**src/rtl/spi_txq_pkg.sv**
```systemverilog
`timescale 1ns/1ps
package spi_txq_pkg;

    // Queue operating states, ordered by nothing: selection is by priority.
    typedef enum logic [1:0] {
        ST_CHRST  = 2'd0,
        ST_HOLD   = 2'd1,
        ST_SINGLE = 2'd2,
        ST_DEEP   = 2'd3
    } txq_state_e;

    localparam int CSR_W       = 16;
    localparam int FILL_W      = 5;
    localparam int THR_W       = 5;
    localparam int BIT_CHRUN   = 15;
    localparam int BIT_DEEP    = 14;
    localparam int BIT_QRUN    = 13;
    localparam int FILL_MSB    = 12;
    localparam int FILL_LSB    = 8;
    localparam int BIT_FLAG    = 7;
    localparam int BIT_CLR     = 6;
    localparam int BIT_IEN     = 5;
    localparam int THR_MSB     = THR_W - 1;

    function automatic logic state_runs(input txq_state_e s);
        return (s == ST_SINGLE) || (s == ST_DEEP);
    endfunction

endpackage

```
**src/rtl/spi_txq_csr.sv**
```systemverilog
`timescale 1ns/1ps
module spi_txq_csr
    import spi_txq_pkg::*;
(
    input  logic              clk,
    input  logic              rst_n,
    input  logic              wr_en,
    input  logic [CSR_W-1:0]  wdata,
    input  logic [FILL_W-1:0] fill,
    output logic [CSR_W-1:0]  rdata,
    output logic              irq,
    output txq_state_e        state_q,
    output logic              q_clear,
    output logic              q_ovf_clr
);

    logic             chrun_q, chrun_d;
    logic             deep_q,  deep_d;
    logic             qrun_q,  qrun_d;
    logic             ien_q,   ien_d;
    logic [THR_W-1:0] thr_q,   thr_d;
    logic             flag_q,  flag_d;
    logic             clr_hit;
    logic             thr_hit;
    logic             flush;
    txq_state_e       state_d;

    // Next configuration: a write loads every writable field at once.
    always_comb begin
        chrun_d = chrun_q;
        deep_d  = deep_q;
        qrun_d  = qrun_q;
        ien_d   = ien_q;
        thr_d   = thr_q;
        if (wr_en) begin
            chrun_d = wdata[BIT_CHRUN];
            deep_d  = wdata[BIT_DEEP];
            qrun_d  = wdata[BIT_QRUN];
            ien_d   = wdata[BIT_IEN];
            thr_d   = wdata[THR_MSB:0];
        end
    end

    // Threshold flag: clear wins at its edge, condition re-arms after.
    always_comb begin
        clr_hit = wr_en && wdata[BIT_CLR];
        thr_hit = (fill <= thr_q);
        flag_d  = clr_hit ? 1'b0 : (flag_q | thr_hit);
    end

    // Next state, chosen by priority from the next configuration.
    always_comb begin
        if (!chrun_d) begin
            state_d = ST_CHRST;
        end else if (!qrun_d) begin
            state_d = ST_HOLD;
        end else if (deep_d) begin
            state_d = ST_DEEP;
        end else begin
            state_d = ST_SINGLE;
        end
    end

    // Mode flip between the two run states flushes the queue.
    always_comb begin
        unique case (state_q)
            ST_SINGLE: flush = (state_d == ST_DEEP);
            ST_DEEP:   flush = (state_d == ST_SINGLE);
            ST_CHRST:  flush = 1'b0;
            ST_HOLD:   flush = 1'b0;
            default:   flush = 1'b0;
        endcase
    end

    always_ff @(posedge clk or negedge rst_n) begin
        if (!rst_n) begin
            chrun_q <= 1'b1;
            deep_q  <= 1'b0;
            qrun_q  <= 1'b1;
            ien_q   <= 1'b0;
            thr_q   <= '0;
            flag_q  <= 1'b0;
        end else begin
            chrun_q <= chrun_d;
            deep_q  <= deep_d;
            qrun_q  <= qrun_d;
            ien_q   <= ien_d;
            thr_q   <= thr_d;
            flag_q  <= flag_d;
        end
    end

    // State register.
    always_ff @(posedge clk or negedge rst_n) begin
        if (!rst_n) begin
            state_q <= ST_SINGLE;
        end else begin
            state_q <= state_d;
        end
    end

    // Outputs.
    always_comb begin
        rdata = {chrun_q, deep_q, qrun_q, fill, flag_q, 1'b0, ien_q, thr_q};
        irq   = flag_q & ien_q;
        q_ovf_clr = (state_d == ST_CHRST) || (state_d == ST_HOLD);
        q_clear   = q_ovf_clr || flush;
    end

    // a clear write always lowers the flag at that edge
    a_r8_clear_lowers: assert property (@(posedge clk) disable iff (!rst_n)
        (wr_en && wdata[BIT_CLR]) |=> !flag_q);

    // condition without a clear raises the flag on the next edge
    a_r7_flag_sets: assert property (@(posedge clk) disable iff (!rst_n)
        (!(wr_en && wdata[BIT_CLR]) && (fill <= thr_q)) |=> flag_q);

    // the flag is sticky unless cleared
    a_r7_flag_sticky: assert property (@(posedge clk) disable iff (!rst_n)
        (flag_q && !(wr_en && wdata[BIT_CLR])) |=> flag_q);

    // a held channel reset keeps the block in ST_CHRST
    a_r6_chrst_state: assert property (@(posedge clk) disable iff (!rst_n)
        !chrun_q |-> (state_q == ST_CHRST));

endmodule

```
**src/rtl/spi_txq_store.sv**
```systemverilog
`timescale 1ns/1ps
module spi_txq_store
    import spi_txq_pkg::*;
#(
    parameter int DATA_W = 16,
    parameter int DEPTH  = 16
) (
    input  logic              clk,
    input  logic              rst_n,
    input  txq_state_e        state_q,
    input  logic              q_clear,
    input  logic              q_ovf_clr,
    input  logic              push_en,
    input  logic [DATA_W-1:0] push_data,
    input  logic              tx_ready,
    output logic              tx_valid,
    output logic [DATA_W-1:0] tx_data,
    output logic [FILL_W-1:0] fill,
    output logic              ovf
);

    localparam int PTR_W = (DEPTH > 1) ? $clog2(DEPTH) : 1;
    localparam logic [FILL_W-1:0] CAP_DEEP   = FILL_W'(DEPTH);
    localparam logic [FILL_W-1:0] CAP_SINGLE = FILL_W'(1);
    localparam logic [PTR_W-1:0]  PTR_LAST   = PTR_W'(DEPTH - 1);

    logic [DATA_W-1:0] mem_q [DEPTH];
    logic [PTR_W-1:0]  wr_ptr_q, rd_ptr_q;
    logic [FILL_W-1:0] fill_q;
    logic              ovf_q;
    logic              run;
    logic [FILL_W-1:0] cap;
    logic              room;
    logic              push_ok;
    logic              drop;
    logic              pop_ok;

    function automatic logic [PTR_W-1:0] ptr_inc(input logic [PTR_W-1:0] p);
        return (p == PTR_LAST) ? '0 : p + PTR_W'(1);
    endfunction

    always_comb begin
        run      = state_runs(state_q);
        cap      = (state_q == ST_DEEP) ? CAP_DEEP : CAP_SINGLE;
        room     = (fill_q < cap);
        push_ok  = run && push_en && room;
        drop     = run && push_en && !room;
        tx_valid = run && (fill_q != '0);
        pop_ok   = tx_valid && tx_ready;
        tx_data  = mem_q[rd_ptr_q];
        fill     = fill_q;
        ovf      = ovf_q;
    end

    always_ff @(posedge clk or negedge rst_n) begin
        if (!rst_n) begin
            wr_ptr_q <= '0;
            rd_ptr_q <= '0;
            fill_q   <= '0;
        end else if (q_clear) begin
            wr_ptr_q <= '0;
            rd_ptr_q <= '0;
            fill_q   <= '0;
        end else begin
            if (push_ok) wr_ptr_q <= ptr_inc(wr_ptr_q);
            if (pop_ok)  rd_ptr_q <= ptr_inc(rd_ptr_q);
            fill_q <= fill_q + FILL_W'(push_ok) - FILL_W'(pop_ok);
        end
    end

    always_ff @(posedge clk) begin
        if (push_ok && !q_clear) begin
            mem_q[wr_ptr_q] <= push_data;
        end
    end

    always_ff @(posedge clk or negedge rst_n) begin
        if (!rst_n) begin
            ovf_q <= 1'b0;
        end else if (q_ovf_clr) begin
            ovf_q <= 1'b0;
        end else if (drop) begin
            ovf_q <= 1'b1;
        end
    end

    // occupancy never exceeds the depth
    a_r4_fill_bounded: assert property (@(posedge clk) disable iff (!rst_n)
        fill_q <= CAP_DEEP);

    // single-word mode never holds more than one word
    a_r10_single_cap: assert property (@(posedge clk) disable iff (!rst_n)
        (state_q == ST_SINGLE) |-> (fill_q <= CAP_SINGLE));

    // any reset or flush leaves the queue empty and idle
    a_r5_clear_empties: assert property (@(posedge clk) disable iff (!rst_n)
        q_clear |=> ((fill_q == '0) && !tx_valid));

    // overflow stays set until a reset state clears it
    a_r11_ovf_sticky: assert property (@(posedge clk) disable iff (!rst_n)
        (ovf_q && !q_ovf_clr) |=> ovf_q);

    // overflow only rises after a push attempt
    a_r11_ovf_cause: assert property (@(posedge clk) disable iff (!rst_n)
        $rose(ovf_q) |-> $past(push_en));

endmodule

```
**src/rtl/spi_txq_ctrl.sv**
```systemverilog
`timescale 1ns/1ps
module spi_txq_ctrl
    import spi_txq_pkg::*;
#(
    parameter int DATA_W = 16,
    parameter int DEPTH  = 16
) (
    input  logic              clk,
    input  logic              rst_n,
    input  logic              csr_wr_en,
    input  logic [15:0]       csr_wdata,
    output logic [15:0]       csr_rdata,
    input  logic              push_en,
    input  logic [DATA_W-1:0] push_data,
    output logic              tx_valid,
    input  logic              tx_ready,
    output logic [DATA_W-1:0] tx_data,
    output logic [4:0]        fill_level,
    output logic              ovf,
    output logic              irq
);

    txq_state_e        state_q;
    logic              q_clear;
    logic              q_ovf_clr;
    logic [FILL_W-1:0] fill;

    spi_txq_csr u_csr (
        .clk       (clk),
        .rst_n     (rst_n),
        .wr_en     (csr_wr_en),
        .wdata     (csr_wdata),
        .fill      (fill),
        .rdata     (csr_rdata),
        .irq       (irq),
        .state_q   (state_q),
        .q_clear   (q_clear),
        .q_ovf_clr (q_ovf_clr)
    );

    spi_txq_store #(
        .DATA_W (DATA_W),
        .DEPTH  (DEPTH)
    ) u_store (
        .clk       (clk),
        .rst_n     (rst_n),
        .state_q   (state_q),
        .q_clear   (q_clear),
        .q_ovf_clr (q_ovf_clr),
        .push_en   (push_en),
        .push_data (push_data),
        .tx_ready  (tx_ready),
        .tx_valid  (tx_valid),
        .tx_data   (tx_data),
        .fill      (fill),
        .ovf       (ovf)
    );

    assign fill_level = fill;

    // the interrupt pin never rises without the flag in the readback
    a_r9_irq_has_flag: assert property (@(posedge clk) disable iff (!rst_n)
        irq |-> (csr_rdata[BIT_FLAG] && csr_rdata[BIT_IEN]));

    // readback count field tracks the fill output
    a_r3_field_matches: assert property (@(posedge clk) disable iff (!rst_n)
        csr_rdata[FILL_MSB:FILL_LSB] == fill_level);

endmodule

```
**config.mk**
```make
export PLATFORM = sky130hd
export DESIGN_NAME = spi_txq_ctrl
export DESIGN_NICKNAME = d
export VERILOG_FILES = /design/src/rtl/spi_txq_pkg.sv /design/src/rtl/spi_txq_csr.sv /design/src/rtl/spi_txq_store.sv /design/src/rtl/spi_txq_ctrl.sv
export SDC_FILE = /design/constraint.sdc
export NUM_CORES = 1
export LEC_CHECK = 0
export ABC_AREA = 1
export ABC_CLOCK_PERIOD_IN_PS = 7850
export BUFFER_PORTS_ARGS = -buffer_cell sky130_fd_sc_hd__buf_4
export CAP_MARGIN = 10
export CELL_PAD_IN_SITES_DETAIL_PLACEMENT = 1
export CELL_PAD_IN_SITES_GLOBAL_PLACEMENT = 2
export CORE_ASPECT_RATIO = 1.4
export CORE_UTILIZATION = 45
export DETAILED_ROUTE_END_ITERATION = 8
export MAX_ROUTING_LAYER = met4
export PLACE_DENSITY = 0.95
export SYNTH_ARGS = -nofsm -noshare
export SYNTH_HDL_FRONTEND = slang
export SYNTH_SLANG_ARGS = --single-unit
```
**constraint.sdc**
```tcl
create_clock -name clk -period 7.85 [get_ports clk]
set_clock_uncertainty 0.15 [all_clocks]
set_input_delay 0 -clock clk [delete_from_list [all_inputs] [get_ports clk]]
set_output_delay 0 -clock clk [all_outputs]
set_load 0.05 [all_outputs]
```
### Yosys cells after proc, flatten, opt, wreduce, memory -nomap -nowiden

Memory sizes are Yosys's and may differ from the RTL's.
Index checks and enable logic that the tools add are counted.

| cells by class | value |
|---|---|
| add/subtract/negate cells | 4 |
| equal/unequal tests | 8 |
| reductions and logical operators | 19 |
| bitwise operators | 2 |
| order comparisons | 2 |
| multiplexer cells | 20 |

Operator list:

| cell | count |
|---|---|
| $mux W4 | 6 |
| $mux W5 | 2 |
| $mux W1 | 9 |
| $add A4 B1 Y4 const B | 2 |
| $eq A2 B2 Y1 const B | 4 |
| $eq A4 B4 Y1 const B | 2 |
| $logic_and A1 B1 Y1 | 7 |
| $reduce_bool A2 Y1 | 3 |
| $add A5 B1 Y5 | 1 |
| $le A5 B5 Y1 | 1 |
| $lt A5 B5 Y1 | 1 |
| $reduce_bool A5 Y1 | 1 |
| $sub A5 B1 Y5 | 1 |
| $eq A2 B1 Y1 const B | 2 |
| $logic_not A2 Y1 | 2 |
| $mux W2 | 2 |
| $logic_or A1 B1 Y1 | 3 |
| $pmux W1 S3 | 1 |
| $logic_not A1 Y1 | 2 |
| $reduce_or A2 Y1 | 1 |
| $and A1 B1 Y1 | 1 |
| $or A1 B1 Y1 | 1 |

| storage, ports and cells | value |
|---|---|
| word-level logic and storage cells | 67 |
| register bits after elaboration | 26 |
| memories | 1 |
| RAM bits | 256 |

Memory list:

| name | words | width | read ports | clocked after memory_dff | write ports | line | RTL |
|---|---|---|---|---|---|---|---|
| u_store.mem_q | 16 | 16 | 1 | 0 | 1 | spi_txq_store.sv:27 | `logic [DATA_W-1:0] mem_q [DEPTH];` |

### Depth between registers and ports, before layout

Gate-level depths: netlist of run 1.

| depth | value |
|---|---|
| depth after elaboration | 11 |
| depth in mapped cells | 16 |

### By module

A second synthesis of run 1 with hierarchy kept.

| second synthesis, totals | value |
|---|---|
| cell total of the unflattened synthesis | 1054 |
| area, all modules | 11991.5 um^2 |

By module, submodules not included:

| module | cells an instance | times used | area an instance (um^2) |
|---|---|---|---|
| spi_txq_store | 967 | 1 | 11295.8 |
| spi_txq_csr | 87 | 1 | 695.7 |

### Worst setup path before layout of run 1

No wires, ideal clock.

| timing | value |
|---|---|
| kind | reg-to-reg |
| start | register u_store.fill_q[4] (netlist: u_store.fill[4]) |
| end | memory u_store.mem_q[3][0] (enable) |
| data required time | 7291 ps |
| clock period less this slack | 3443 ps |
| setup slack | 4407 ps |
| path buffers | 0 |
| arrival time | 2884 ps |
| library setup time | 409 ps |
| cell stages (with the launch flop) | 9 |
| path through | dfrtp_1 > ha_1 > inv_1 > nor2_1 > a21oi_1 > nand2_1 > nor2_8 > nand2_4 > nor3_1 |

| on the way | value |
|---|---|
| word-level cells in the longest chain between the ends | 5 |

Ends and longest elaborated chain:

| element | line | RTL |
|---|---|---|
| from (decl) | spi_txq_store.sv:29 | `logic [FILL_W-1:0] fill_q;` |
| from (signal assigned) | spi_txq_store.sv:67 | `fill_q <= fill_q + FILL_W'(push_ok) - FILL_W'(pop_ok);` |
| $lt A5 B5 Y1 | spi_txq_store.sv:45 | `room = (fill_q < cap);` |
| $logic_and A1 B1 Y1 | spi_txq_store.sv:46 | `push_ok = run && push_en && room;` |
| $logic_and A1 B1 Y1 | spi_txq_store.sv:72 | `if (push_ok && !q_clear) begin` |
| $mux W1 | spi_txq_store.sv:72 |  |
| $mux W1 (not written as such) | spi_txq_store.sv:73 | `mem_q[wr_ptr_q] <= push_data;` |
| to (decl) | spi_txq_store.sv:27 |  |

Every way passes these cells.

### Worst setup path after layout of run 1

| timing | value |
|---|---|
| start | register u_store.rd_ptr_q[0] |
| end | output tx_data[5] |

| on the way | value |
|---|---|
| word-level cells in the longest chain between the ends | 1 |

Ends and longest elaborated chain:

| element | line | RTL |
|---|---|---|
| from (decl) | spi_txq_store.sv:28 | `logic [PTR_W-1:0] wr_ptr_q, rd_ptr_q;` |
| from (signal assigned) | spi_txq_store.sv:66 | `if (pop_ok) rd_ptr_q <= ptr_inc(rd_ptr_q);` |
| $mem_v2 Z16 W16 | - |  |
| to (decl) | spi_txq_ctrl.sv:17 | `output logic [DATA_W-1:0] tx_data,` |

Every way passes these cells.

==> impl_metrics.json, run 1 <==
{
  "criticalPathCategory": "reg -> out",
  "synth_compound_gate_area_share_pct": 7.93,
  "crit_path_max_incr_delay_ps": 820,
  "number_of_enable_type_register_cells_in_the_synthesized_netlist": 256,
  "global_placer_s_final_weighted_congestion": 0.773,
  "hold_path_startpoint": "push_data[15]",
  "final.hold.worst_slack_ps": 158,
  "place_area_um2": 12600,
  "cap_violations": 0,
  "floorplan.io_pins": 77,
  "tns_ps": 0,
  "yosysWarningCount": 0,
  "drcViolationCount": 2,
  "synth_top_flop_cell": "edfxtp_1",
  "timing.critical_path.from": "u_store.rd_ptr_q[0]",
  "crit_buf_inv": 3,
  "ys_seq_elements": 282,
  "area_of_all_placed_cells_without_fillers_um2": 14000,
  "tritoncts_clock_tree": "done",
  "synth_cells": 981,
  "routed_wirelength_um": 33000,
  "synthesis.area_um2": 11800,
  "final.fill_count": 2619,
  "cts_max_level": 1,
  "total_switching_power_w": 0.000650,
  "violations": "design-rule violations",
  "drtPass1Iterations": 9,
  "finalMaxSlewViolations": 0,
  "num_vias": 8161,
  "crit_chain": "clkinv_2 -> buf_4 -> nor2_1 -> nor2_1 -> o21ai_0 -> o211ai_1 -> nand4_1 -> nand2_1 -> buf_4",
  "post_synth.cell_area_avg_um2": 12.0,
  "grt_use_total_pct": 25.6,
  "die_span_in_y_um": 194,
  "hold_depth": 2,
  "floorplan.rows": 69,
  "number_of_global_route_vias_before_repair": 8754,
  "top_cell_type_s_share_of_synthesized_area_pct": 65.1,
  "cts_made_buffers": 28,
  "cp-start-kind": "flop",
  "insertedDiodeCount": 0,
  "finalHoldViolCount": 0,
  "clock-sinks": 282,
  "power.share.switching_pct": 20.9,
  "maximum_number_of_pins_on_one_net_before_global_route_repair": 94,
  "combinationalPowerShare_pct": 3.8,
  "critPathTopFamily": "buffers and inverters",
  "synthArstFlopShare_pct": 9.22,
  "hpwlAfterDp_um": 19100,
  "clock_power_share_pct": 43.2,
  "internal_power_w": 0.00246,
  "max_clock_buf_depth": 3,
  "post-synth-top-count-cell": "edfxtp_1",
  "ctsRootBufferMaster": "clkbuf_16",
  "ys_top_cells_by_area": "edfxtp_1 65%, nand2_1 5.2%, dfrtp_1 4.9%",
  "result_of_the_run": "complete, but fails checks",
  "worst_setup_path_end_kind": "output port",
  "globalRoute.totalOverflow": 0,
  "cts_hold_buffers_added": 50,
  "max_clock_freq_mhz": 253,
  "whs_endpoint": "u_store.mem_q[9][15]",
  "die-area_um2": 26900,
  "synthXorXnorAreaFrac_pct": 0.371,
  "critical-path-slowest-cell": "dfrtp_4",
  "nets": 1142,
  "detail_route.vias_per_cell": 5.72,
  "yosysTopAreaCell": "edfxtp_1",
  "worst-endpoint-arrival_ps": 3810,
  "synth.mux.area_fraction_pct": 0,
  "io_buffers": 69,
  "first_pass_grt_wire_length_um": 50300,
  "r2r-start": "u_csr.qrun_q",
  "r2r_end": "u_store.mem_q[11][10]",
  "ctsResizeCount": 0,
  "pwr_density_cell_nw_per_um2": 222,
  "synth_top_cells_by_count": "256 x edfxtp_1, 163 x nand2_1, 120 x nor2_1",
  "cts_setup_buffers": 0,
  "synthAdderAreaFrac_pct": 2.18,
  "slew-limit-headroom_pct": 13.7,
  "r2r_cells": 10,
  "route.detailed.wl_per_inst_um": 23.1,
  "min_path_type": "in -> reg",
  "seq_power_share_pct": 53.0,
  "initial_utilization_pct": 46.2,
  "required_ps": 7700,
  "total_of_endpoints_with_negative_setup_slack_in_the_final_report": 0,
  "leakage_nw": 5.19,
  "die_x_um": 139,
  "drt_first_iter_violations": 596,
  "placeable_core_region_um2": 25600,
  "area_fraction_in_and_or_nand_and_nor_cells_after_synthesis_pct": 14.0,
  "final_layout_size_suffix_gt1_share_pct": 15.3,
  "clock_latency_ps": 530,
  "ir_worst_vdd_uv": 213,
  "postRouteAntennaNets": 0,
  "syn-num-nets": 1038,
  "flow.area_growth_from_synthesis_pct": 18.6,
  "grt_setup_unrepaired": "false",
  "timing_worst_slew_pin_value_ps": 1290,
  "finalWorstPathRequiredPeriod_ps": 3960,
  "reg2reg_slack_ps": 4240,
  "clock_input_transition_at_the_sequential_cells_of_the_worst_setup_and_hold_paths_ps": 60,
  "yosysSeqAreaShare_pct": 70.6,
  "antenna_violations_before_repair": 0,
  "ys_types": 35,
  "crit_fanout": 78,
  "synth_top_family_by_area": "simple AND/OR/NAND/NOR gates",
  "final.period_utilization_pct": 50.4
}
## cells by family (layout without fill, tap and decap cells)
family | count (synthesis) | in the layout
buffers and inverters | 124 | 250
adders and majority gates | 20 | 20
xor gates and xnor gates | 5 | 5
and+or+nand+nor | 378 | 378
AOI/OAI and AO/OA | 171 | 171
DFF | 282 | 282
other | 1 | 1
## sequential cells by signal (all words and copies together), names as in the netlist
signal and flops:
u_csr.thr_q 5, u_store.mem_q 256, u_csr.deep_q 1, u_csr.qrun_q 1
u_csr.flag_q 1, u_store.ovf 1, u_store.fill 5, u_store.rd_ptr_q 4
u_csr.chrun_q 1, u_store.wr_ptr_q 4, u_csr.ien_q 1, u_csr.state_q 2
## worst max-delay path by stage
stage	endpoint	slack, ps	cells after the start
global placement	u_store.mem_q[5][8]	4490	9
CTS	tx_data[5]	3950	9
finish	tx_data[5]	3890	9
detailed placement	u_store.mem_q[0][0]	4460	9
floorplan	u_store.mem_q[3][0]	4410	8
global route	tx_data[5]	3750	9
## worst reg2reg max path, delay by kind of cell, from the launching register on
family        cells  cell delay (ps)
buf+inv           2             1010
simple gates      8             1590
flops             1              540
## power by group through the flow
stage	clock network (W)	registers, W	logic (W)
2_1_floorplan	0	0.00169	0.0000427
3_5_place_dp	0	0.00168	0.0000946
6_report	0.00134	0.00165	0.000119
3_3_place_gp	0	0.00168	0.0000916
5_1_grt	0.00141	0.00165	0.000128
4_1_cts	0.00136	0.00165	0.000118
## stage by stage
step	utilization [%]	std cells	total power [W]	setup WS, ps
6_report	54.8	1426	0.00311	3890
3_5_place_dp	49.2	1324	0.00177	4460
4_1_cts	54.8	1426	0.00313	3950
5_1_grt	54.8	1426	0.00319	3750
3_3_place_gp	49.2	1324	0.00177	4490
2_1_floorplan	-	981	0.00173	4410
## area by class of cell
cell class                 instances  area (µm²)  share of cell area [%]
clock buffer                      34         774                    5.53
clock inverter                    18         159                    1.13
inverter                          63         238                    1.70
multi-input combinational        575        2950                    21.0
sequential                       282        8350                    59.6
tap                              319         399                    2.85
timing repair buffer             135        1150                    8.20
## layout by cell type, fill, tap and decap left out, drive strengths merged, types with 24 or more instances in the layout
| master | Yosys | routed |
|---|---|---|
| edfxtp | 256 | 256 |
| nand2 | 168 | 168 |
| nor2 | 121 | 121 |
| o21ai | 95 | 95 |
| buf | 38 | 86 |
| inv | 61 | 62 |
| nand3 | 51 | 51 |
| dlygate4sd3 | 0 | 49 |
| a21oi | 41 | 41 |
| nand4 | 34 | 34 |
| clkbuf | 23 | 34 |
| o211ai | 24 | 24 |
## per-layer routing
metal | part of all wire, % | vias to the layer above | GRT usage (%) | routed length [µm]
met5 | 0 | - | - | 0
met1 | 38 | 4130 | 29.8 | 12600
li1 | - | 3674 | - | -
met2 | 54 | 287 | 45.5 | 17700
met4 | 3.5 | 0 | 9.63 | 1150
met3 | 4.7 | 70 | 2.49 | 1560
Power figures use the tool's default switching activity.
==> run 2, diff against run 1 <==
--- a/config.mk
+++ b/config.mk
@@ -6,16 +6,16 @@
 export NUM_CORES = 1
 export LEC_CHECK = 0
 export ABC_AREA = 1
-export ABC_CLOCK_PERIOD_IN_PS = 7850
+export ABC_CLOCK_PERIOD_IN_PS = 3600
 export BUFFER_PORTS_ARGS = -buffer_cell sky130_fd_sc_hd__buf_4
 export CAP_MARGIN = 10
 export CELL_PAD_IN_SITES_DETAIL_PLACEMENT = 1
 export CELL_PAD_IN_SITES_GLOBAL_PLACEMENT = 2
 export CORE_ASPECT_RATIO = 1.4
-export CORE_UTILIZATION = 45
+export CORE_UTILIZATION = 37
 export DETAILED_ROUTE_END_ITERATION = 8
 export MAX_ROUTING_LAYER = met4
-export PLACE_DENSITY = 0.95
+export PLACE_DENSITY = 0.87
 export SYNTH_ARGS = -nofsm -noshare
 export SYNTH_HDL_FRONTEND = slang
 export SYNTH_SLANG_ARGS = --single-unit
==> constraint.sdc (replaced) <==
create_clock -name clk -period 3.6 [get_ports clk]
set_clock_uncertainty 0.15 [all_clocks]
set_input_delay 0 -clock clk [delete_from_list [all_inputs] [get_ports clk]]
set_output_delay 0 -clock clk [all_outputs]
set_load 0.05 [all_outputs]
==> run 2 against run 1 <==
Compared with the run above: the run now ends clean; clock power increased by 99%; cell count increased by 6.5%; global-route usage shrank 4.9 points; critical path depth is 5 higher; die area is 21% higher; hold slack worse by 0.63 ps; register-to-register slack got worse by 3800 ps; critical path type is now in -> reg; critical endpoint is now u_store.mem_q[15][5]; largest cell class unchanged; largest power group unchanged; highest routed layer unchanged.
==> impl_metrics.json, run 2 (same netlist as run 1, synthesis figures left out) <==
{
  "leading_cell_types_in_the_layout_fill_and_taps_excluded": "256 x edfxtp_1, 163 x nand2_1, 108 x nor2_1",
  "postRouteAntennaNets": 0,
  "crit_fanout": 16,
  "clock_latency_ps": 550,
  "globalRoute.totalOverflow": 0,
  "critical-path-slowest-cell": "dlygate4sd3_1",
  "total_of_endpoints_with_negative_setup_slack_in_the_final_report": 0,
  "crit_path_max_incr_delay_ps": 590,
  "nets": 1159,
  "total_switching_power_w": 0.00139,
  "layoutNonFillerInstCount": 1518,
  "timing_worst_slew_pin_value_ps": 1080,
  "r2r-start": "u_store.fill[3]",
  "ir_worst_vdd_uv": 317,
  "route.detailed.wl_per_inst_um": 21.5,
  "crit_buf_inv": 6,
  "flow.area_growth_from_synthesis_pct": 19.9,
  "cp-start-kind": "input port",
  "worst-endpoint-arrival_ps": 3380,
  "drtPass1Iterations": 4,
  "cts_made_buffers": 27,
  "combinationalPowerShare_pct": 4.1,
  "finalWorstPathRequiredPeriod_ps": 3320,
  "final.fill_count": 3260,
  "criticalPathCategory": "in -> reg",
  "global_placer_s_final_weighted_congestion": 0.788,
  "floorplan.rows": 77,
  "final.setup.worst_slack_ps": 282,
  "seq_power_share_pct": 55.1,
  "largest_register_ff_count": 256,
  "die_x_um": 153,
  "tns_ps": 0,
  "power.share.switching_pct": 21.3,
  "timing.critical_path.from": "csr_wdata[14]",
  "pre_cts_slack_ps": 467,
  "worst_setup_path_end_kind": "flop",
  "result_of_the_run": "complete, no violations",
  "leakage_nw": 5.23,
  "internal_power_w": 0.00514,
  "drcViolationCount": 0,
  "min_path_type": "in -> reg",
  "placed_cells": 1418,
  "max_clock_buf_depth": 3,
  "initial_utilization_pct": 37.5,
  "max_clock_freq_mhz": 301,
  "io_buffers": 69,
  "reg2reg_slack_ps": 460,
  "clock_input_transition_at_the_sequential_cells_of_the_worst_setup_and_hold_paths_ps": 70,
  "drt_first_iter_violations": 558,
  "die-area_um2": 32700,
  "slew-limit-headroom_pct": 27.7,
  "die_span_in_y_um": 213,
  "routed_wirelength_um": 32700,
  "clock_power_share_pct": 40.9,
  "cts_hold_buffers_added": 50,
  "cts_setup_buffers": 0,
  "clock-sinks": 282,
  "finalMaxSlewViolations": 0,
  "finalHoldViolCount": 0,
  "tritoncts_clock_tree": "done",
  "final_layout_size_suffix_gt1_share_pct": 15.6,
  "required_ps": 3660,
  "floorplan.io_pins": 77,
  "placeable_core_region_um2": 31500,
  "registers_with_the_most_flip_flops": "u_store.mem_q (256), u_csr.thr_q (5), u_store.fill (5)",
  "cts_max_level": 1,
  "hold_path_startpoint": "push_data[0]",
  "number_of_global_route_vias_before_repair": 8622,
  "final.period_utilization_pct": 92.2,
  "ctsRootBufferMaster": "clkbuf_16",
  "hpwlAfterDp_um": 19900,
  "maximum_number_of_pins_on_one_net_before_global_route_repair": 81,
  "final.hold.worst_slack_ps": 158,
  "detail_route.vias_per_cell": 5.30,
  "critical-path-top-cell-by-count": "nand2_1",
  "critPathTopFamily": "buffers and inverters",
  "place_area_um2": 12800,
  "final_common_cell": "edfxtp_1",
  "cap_violations": 0,
  "ctsResizeCount": 0,
  "pwr_density_cell_nw_per_um2": 461,
  "area_of_all_placed_cells_without_fillers_um2": 14200,
  "antenna_violations_before_repair": 1,
  "crit_chain": "dlygate4sd3_1 -> buf_4 -> inv_1 -> nand2_1 -> dlygate4sd3_1 -> nand2_1 -> dlygate4sd3_1 -> nand2_1 -> nand2_1 -> nand2_1 -> nand3_2 -> nand2_2 -> nor3_4 -> buf_4",
  "max_flop_register": "u_store.mem_q",
  "num_vias": 8038,
  "grt_use_total_pct": 20.7,
  "grt_setup_unrepaired": "false",
  "first_pass_grt_wire_length_um": 49200
}
## run 2: changes by cell type in the layout (fill, tap and decap cells not counted)
cell	before	now
clkinv_2	8	3
buf_12	1	5
clkinv_4	2	3
bufinv_16	2	1
clkbuf_16	29	27
clkinvlp_4	2	1
buf_4	85	99
clkbuf_8	3	0
diode_2	0	1
inv_8	1	0
clkinv_1	5	9
clkbuf_1	2	7
## run 2: area by class of cell
type	count	area (µm²)	area share, %
multi-input combinational	575	2950	20.8
clock inverter	15	109	0.768
clock buffer	34	702	4.95
timing repair buffer	153	1330	9.41
tap	395	494	3.49
antenna	1	2.50	0.0177
sequential	282	8350	58.9
inverter	63	238	1.68
## run 2: power groups by stage
stage / Sequential (W) / Clock (W) / Combinational, W
after detailed placement: 0.00366 / 0 / 0.000211
final: 0.00359 / 0.00267 / 0.000265
after floorplan: 0.00368 / 0 / 0.0000930
after CTS: 0.00359 / 0.00272 / 0.000262
after global placement: 0.00366 / 0 / 0.000205
after global routing: 0.00359 / 0.00282 / 0.000285
## run 2: worst paths after layout
check,end,cells after the start
worst max register to register,u_store.fill[4],16
worst min-delay path,u_store.mem_q[2][0],2
max in group asynchronous,u_store.rd_ptr_q[0],4
min in group asynchronous,u_store.rd_ptr_q[3],4
worst max-delay path,u_store.mem_q[15][5],14
worst min register to register,u_store.ovf,2
## run 2: per-layer routing
metal / up-vias / wire (µm) / global-route usage, %
met4: 0 / 1400 / 9.79
met5: - / 0 / -
met2: 211 / 16900 / 36.9
li1: 3701 / - / -
met3: 72 / 1290 / 2.24
met1: 4054 / 13000 / 23.3
## run 2: per-stage QoR
step	total power, W	utilization [%]
global route	0.00669	45.0
finish	0.00653	45.0
global placement	0.00387	40.8
detailed placement	0.00387	40.8
CTS	0.00657	45.0
floorplan	0.00377	-
==> run 3, diff against run 2 <==
--- a/config.mk
+++ b/config.mk
@@ -13,6 +13,7 @@
 export CELL_PAD_IN_SITES_GLOBAL_PLACEMENT = 2
 export CORE_ASPECT_RATIO = 1.4
 export CORE_UTILIZATION = 37
+export CTS_BUF_LIST = sky130_fd_sc_hd__clkbuf_16
 export DETAILED_ROUTE_END_ITERATION = 8
 export MAX_ROUTING_LAYER = met4
 export PLACE_DENSITY = 0.87
==> run 3 against run 2 <==
Compared with the run above: utilization is the same; routed wire length about the same; fmax hardly changed; critical path type unchanged; critical endpoint unchanged; largest cell class unchanged.
==> impl_metrics.json, run 3 (same netlist as run 1, synthesis figures left out) <==
{
  "max_clock_buf_depth": 3,
  "nets": 1159,
  "worst_setup_path_end_kind": "flop",
  "grt_setup_unrepaired": "false",
  "leading_cell_types_in_the_layout_fill_and_taps_excluded": "256 x edfxtp_1, 163 x nand2_1, 108 x nor2_1",
  "final_layout_size_suffix_gt1_share_pct": 15.6,
  "die_span_in_y_um": 213,
  "required_ps": 3660,
  "slew-limit-headroom_pct": 27.8,
  "multiInputGateArea_um2": 2950,
  "area_of_all_placed_cells_without_fillers_um2": 14200,
  "largest_register_ff_count": 256,
  "tns_ps": 0,
  "floorplan.rows": 77,
  "global_placer_s_final_weighted_congestion": 0.788,
  "detail_route.vias_per_cell": 5.31,
  "critical-path-top-cell-by-count": "nand2_1",
  "timing_worst_slew_pin_value_ps": 1080,
  "finalWorstPathRequiredPeriod_ps": 3320,
  "initial_utilization_pct": 37.5,
  "final.fill_count": 3260,
  "clock-sinks": 282,
  "finalMaxSlewViolations": 0,
  "globalRoute.totalOverflow": 0,
  "max_clock_freq_mhz": 301,
  "drtPass1Iterations": 6,
  "number_of_global_route_vias_before_repair": 8622,
  "flow.area_growth_from_synthesis_pct": 19.9,
  "ctsRootBufferMaster": "clkbuf_16",
  "maximum_number_of_pins_on_one_net_before_global_route_repair": 81,
  "clock_latency_ps": 550,
  "max_flop_register": "u_store.mem_q",
  "criticalPathCategory": "in -> reg",
  "ir_worst_vdd_uv": 319,
  "cp-start-kind": "input port",
  "route.detailed.wl_per_inst_um": 21.5,
  "drt_first_iter_violations": 554,
  "crit_fanout": 16,
  "grt_use_total_pct": 20.7,
  "drcViolationCount": 0,
  "pwr_density_cell_nw_per_um2": 459,
  "cts_max_level": 1,
  "tritoncts_clock_tree": "done",
  "clock_input_transition_at_the_sequential_cells_of_the_worst_setup_and_hold_paths_ps": 70,
  "die_x_um": 153,
  "min_path_type": "in -> reg",
  "sequential_cell_area_um2": 8350,
  "power_w": 0.00651,
  "io_buffers": 69,
  "result_of_the_run": "complete, no violations",
  "crit_path_max_incr_delay_ps": 590,
  "first_pass_grt_wire_length_um": 49200,
  "antenna_violations_before_repair": 1,
  "postRouteAntennaNets": 0,
  "gr_layer_usage_met3_pct": 2.24,
  "finalCoreUtilization_pct": 45.0,
  "placeable_core_region_um2": 31500,
  "hpwlAfterDp_um": 19900,
  "final.setup.worst_slack_ps": 280,
  "final.period_utilization_pct": 92.2,
  "finalHoldViolCount": 0,
  "cap_violations": 0,
  "final_common_cell": "edfxtp_1",
  "met2_usage_pct": 36.9,
  "crit_chain": "dlygate4sd3_1 -> buf_4 -> inv_1 -> nand2_1 -> dlygate4sd3_1 -> nand2_1 -> dlygate4sd3_1 -> nand2_1 -> nand2_1 -> nand2_1 -> nand3_2 -> nand2_2 -> nor3_4 -> buf_4",
  "leakage_nw": 5.26,
  "routed_wirelength_um": 32700,
  "num_vias": 8056,
  "total_of_endpoints_with_negative_setup_slack_in_the_final_report": 0,
  "floorplan.io_pins": 77,
  "gr-usage-met1_pct": 23.3,
  "cts_made_buffers": 27,
  "critical-path-slowest-cell": "dlygate4sd3_1",
  "global_route.peak_usage_layer": "met2",
  "pre_cts_slack_ps": 467,
  "registers_with_the_most_flip_flops": "u_store.mem_q (256), u_csr.thr_q (5), u_store.fill (5)",
  "crit_buf_inv": 6,
  "die-area_um2": 32700,
  "place_area_um2": 12800,
  "critPathTopFamily": "buffers and inverters",
  "worst-endpoint-arrival_ps": 3380,
  "cts_setup_buffers": 0
}
[run 3: path summary, 6_finish.rpt]
check                                 from              endpoint  slack [ps]  cells after the start
max                          csr_wdata[14]  u_store.mem_q[15][5]         280                     14
min                           push_data[0]   u_store.mem_q[2][0]         160                      2
max reg2reg                u_store.fill[3]       u_store.fill[4]         460                     16
min reg2reg                    u_store.ovf           u_store.ovf         360                      2
max in group asynchronous            rst_n   u_store.rd_ptr_q[0]        2750                      4
min in group asynchronous            rst_n   u_store.rd_ptr_q[3]         370                      4
[run 3: timing repair]
| item | in CTS | in global routing |
|---|---|---|
| endpoints found under the setup margin | 0 | 0 |
| hold buffers | 50 | 0 |
| endpoints found under the hold margin | 304 | 0 |
| gates resized for setup | 0 | 0 |
[run 3: stage by stage]
| stage | hold slack, ps | instances |
|---|---|---|
| floorplan | -446 | 981 |
| global placement | -212 | 1418 |
| detailed placement | -205 | 1418 |
| CTS | 146 | 1517 |
| global route | 161 | 1518 |
| finish | 157 | 1518 |
[run 3: routing by layer]
layer  up-vias  wire (µm)
met3        76       1350
met2       214      17000
met4         0       1430
met1      4062      12900
met5         -          0
li1       3704          -
[run 3: cell type report]
class,count,share of cell area [%]
flip-flops and latches,282,58.9
multi-input cells,575,20.8
repair buffers,153,9.41
clock buffers,27,4.77
well taps,395,3.49
inverters,63,1.68
clock inverters,22,0.953
diodes,1,0.0177
[run 3: worst reg2reg max path: stages, from the launching register on]
cell     delay (ps)
dfrtp_1         540
inv_1           110
ha_1            190
nand3_1          80
nand2_1          70
nor2_1          350
ha_1            320
inv_1            50
ha_1            160
inv_1            60
fa_1            410
nor2_1          160
nor2_1           60
nor2_1           80
nor2_1           50
xor2_1          120
nor2_1           60
[run 3: power breakdown]
part / switching (W) / leakage [nW] / internal (W) / total [W]
Sequential: 0.0000102 / 2.63 / 0.00358 / 0.00359
Combinational: 0.000167 / 2.21 / 0.0000981 / 0.000265
Clock: 0.00121 / 0.420 / 0.00143 / 0.00265
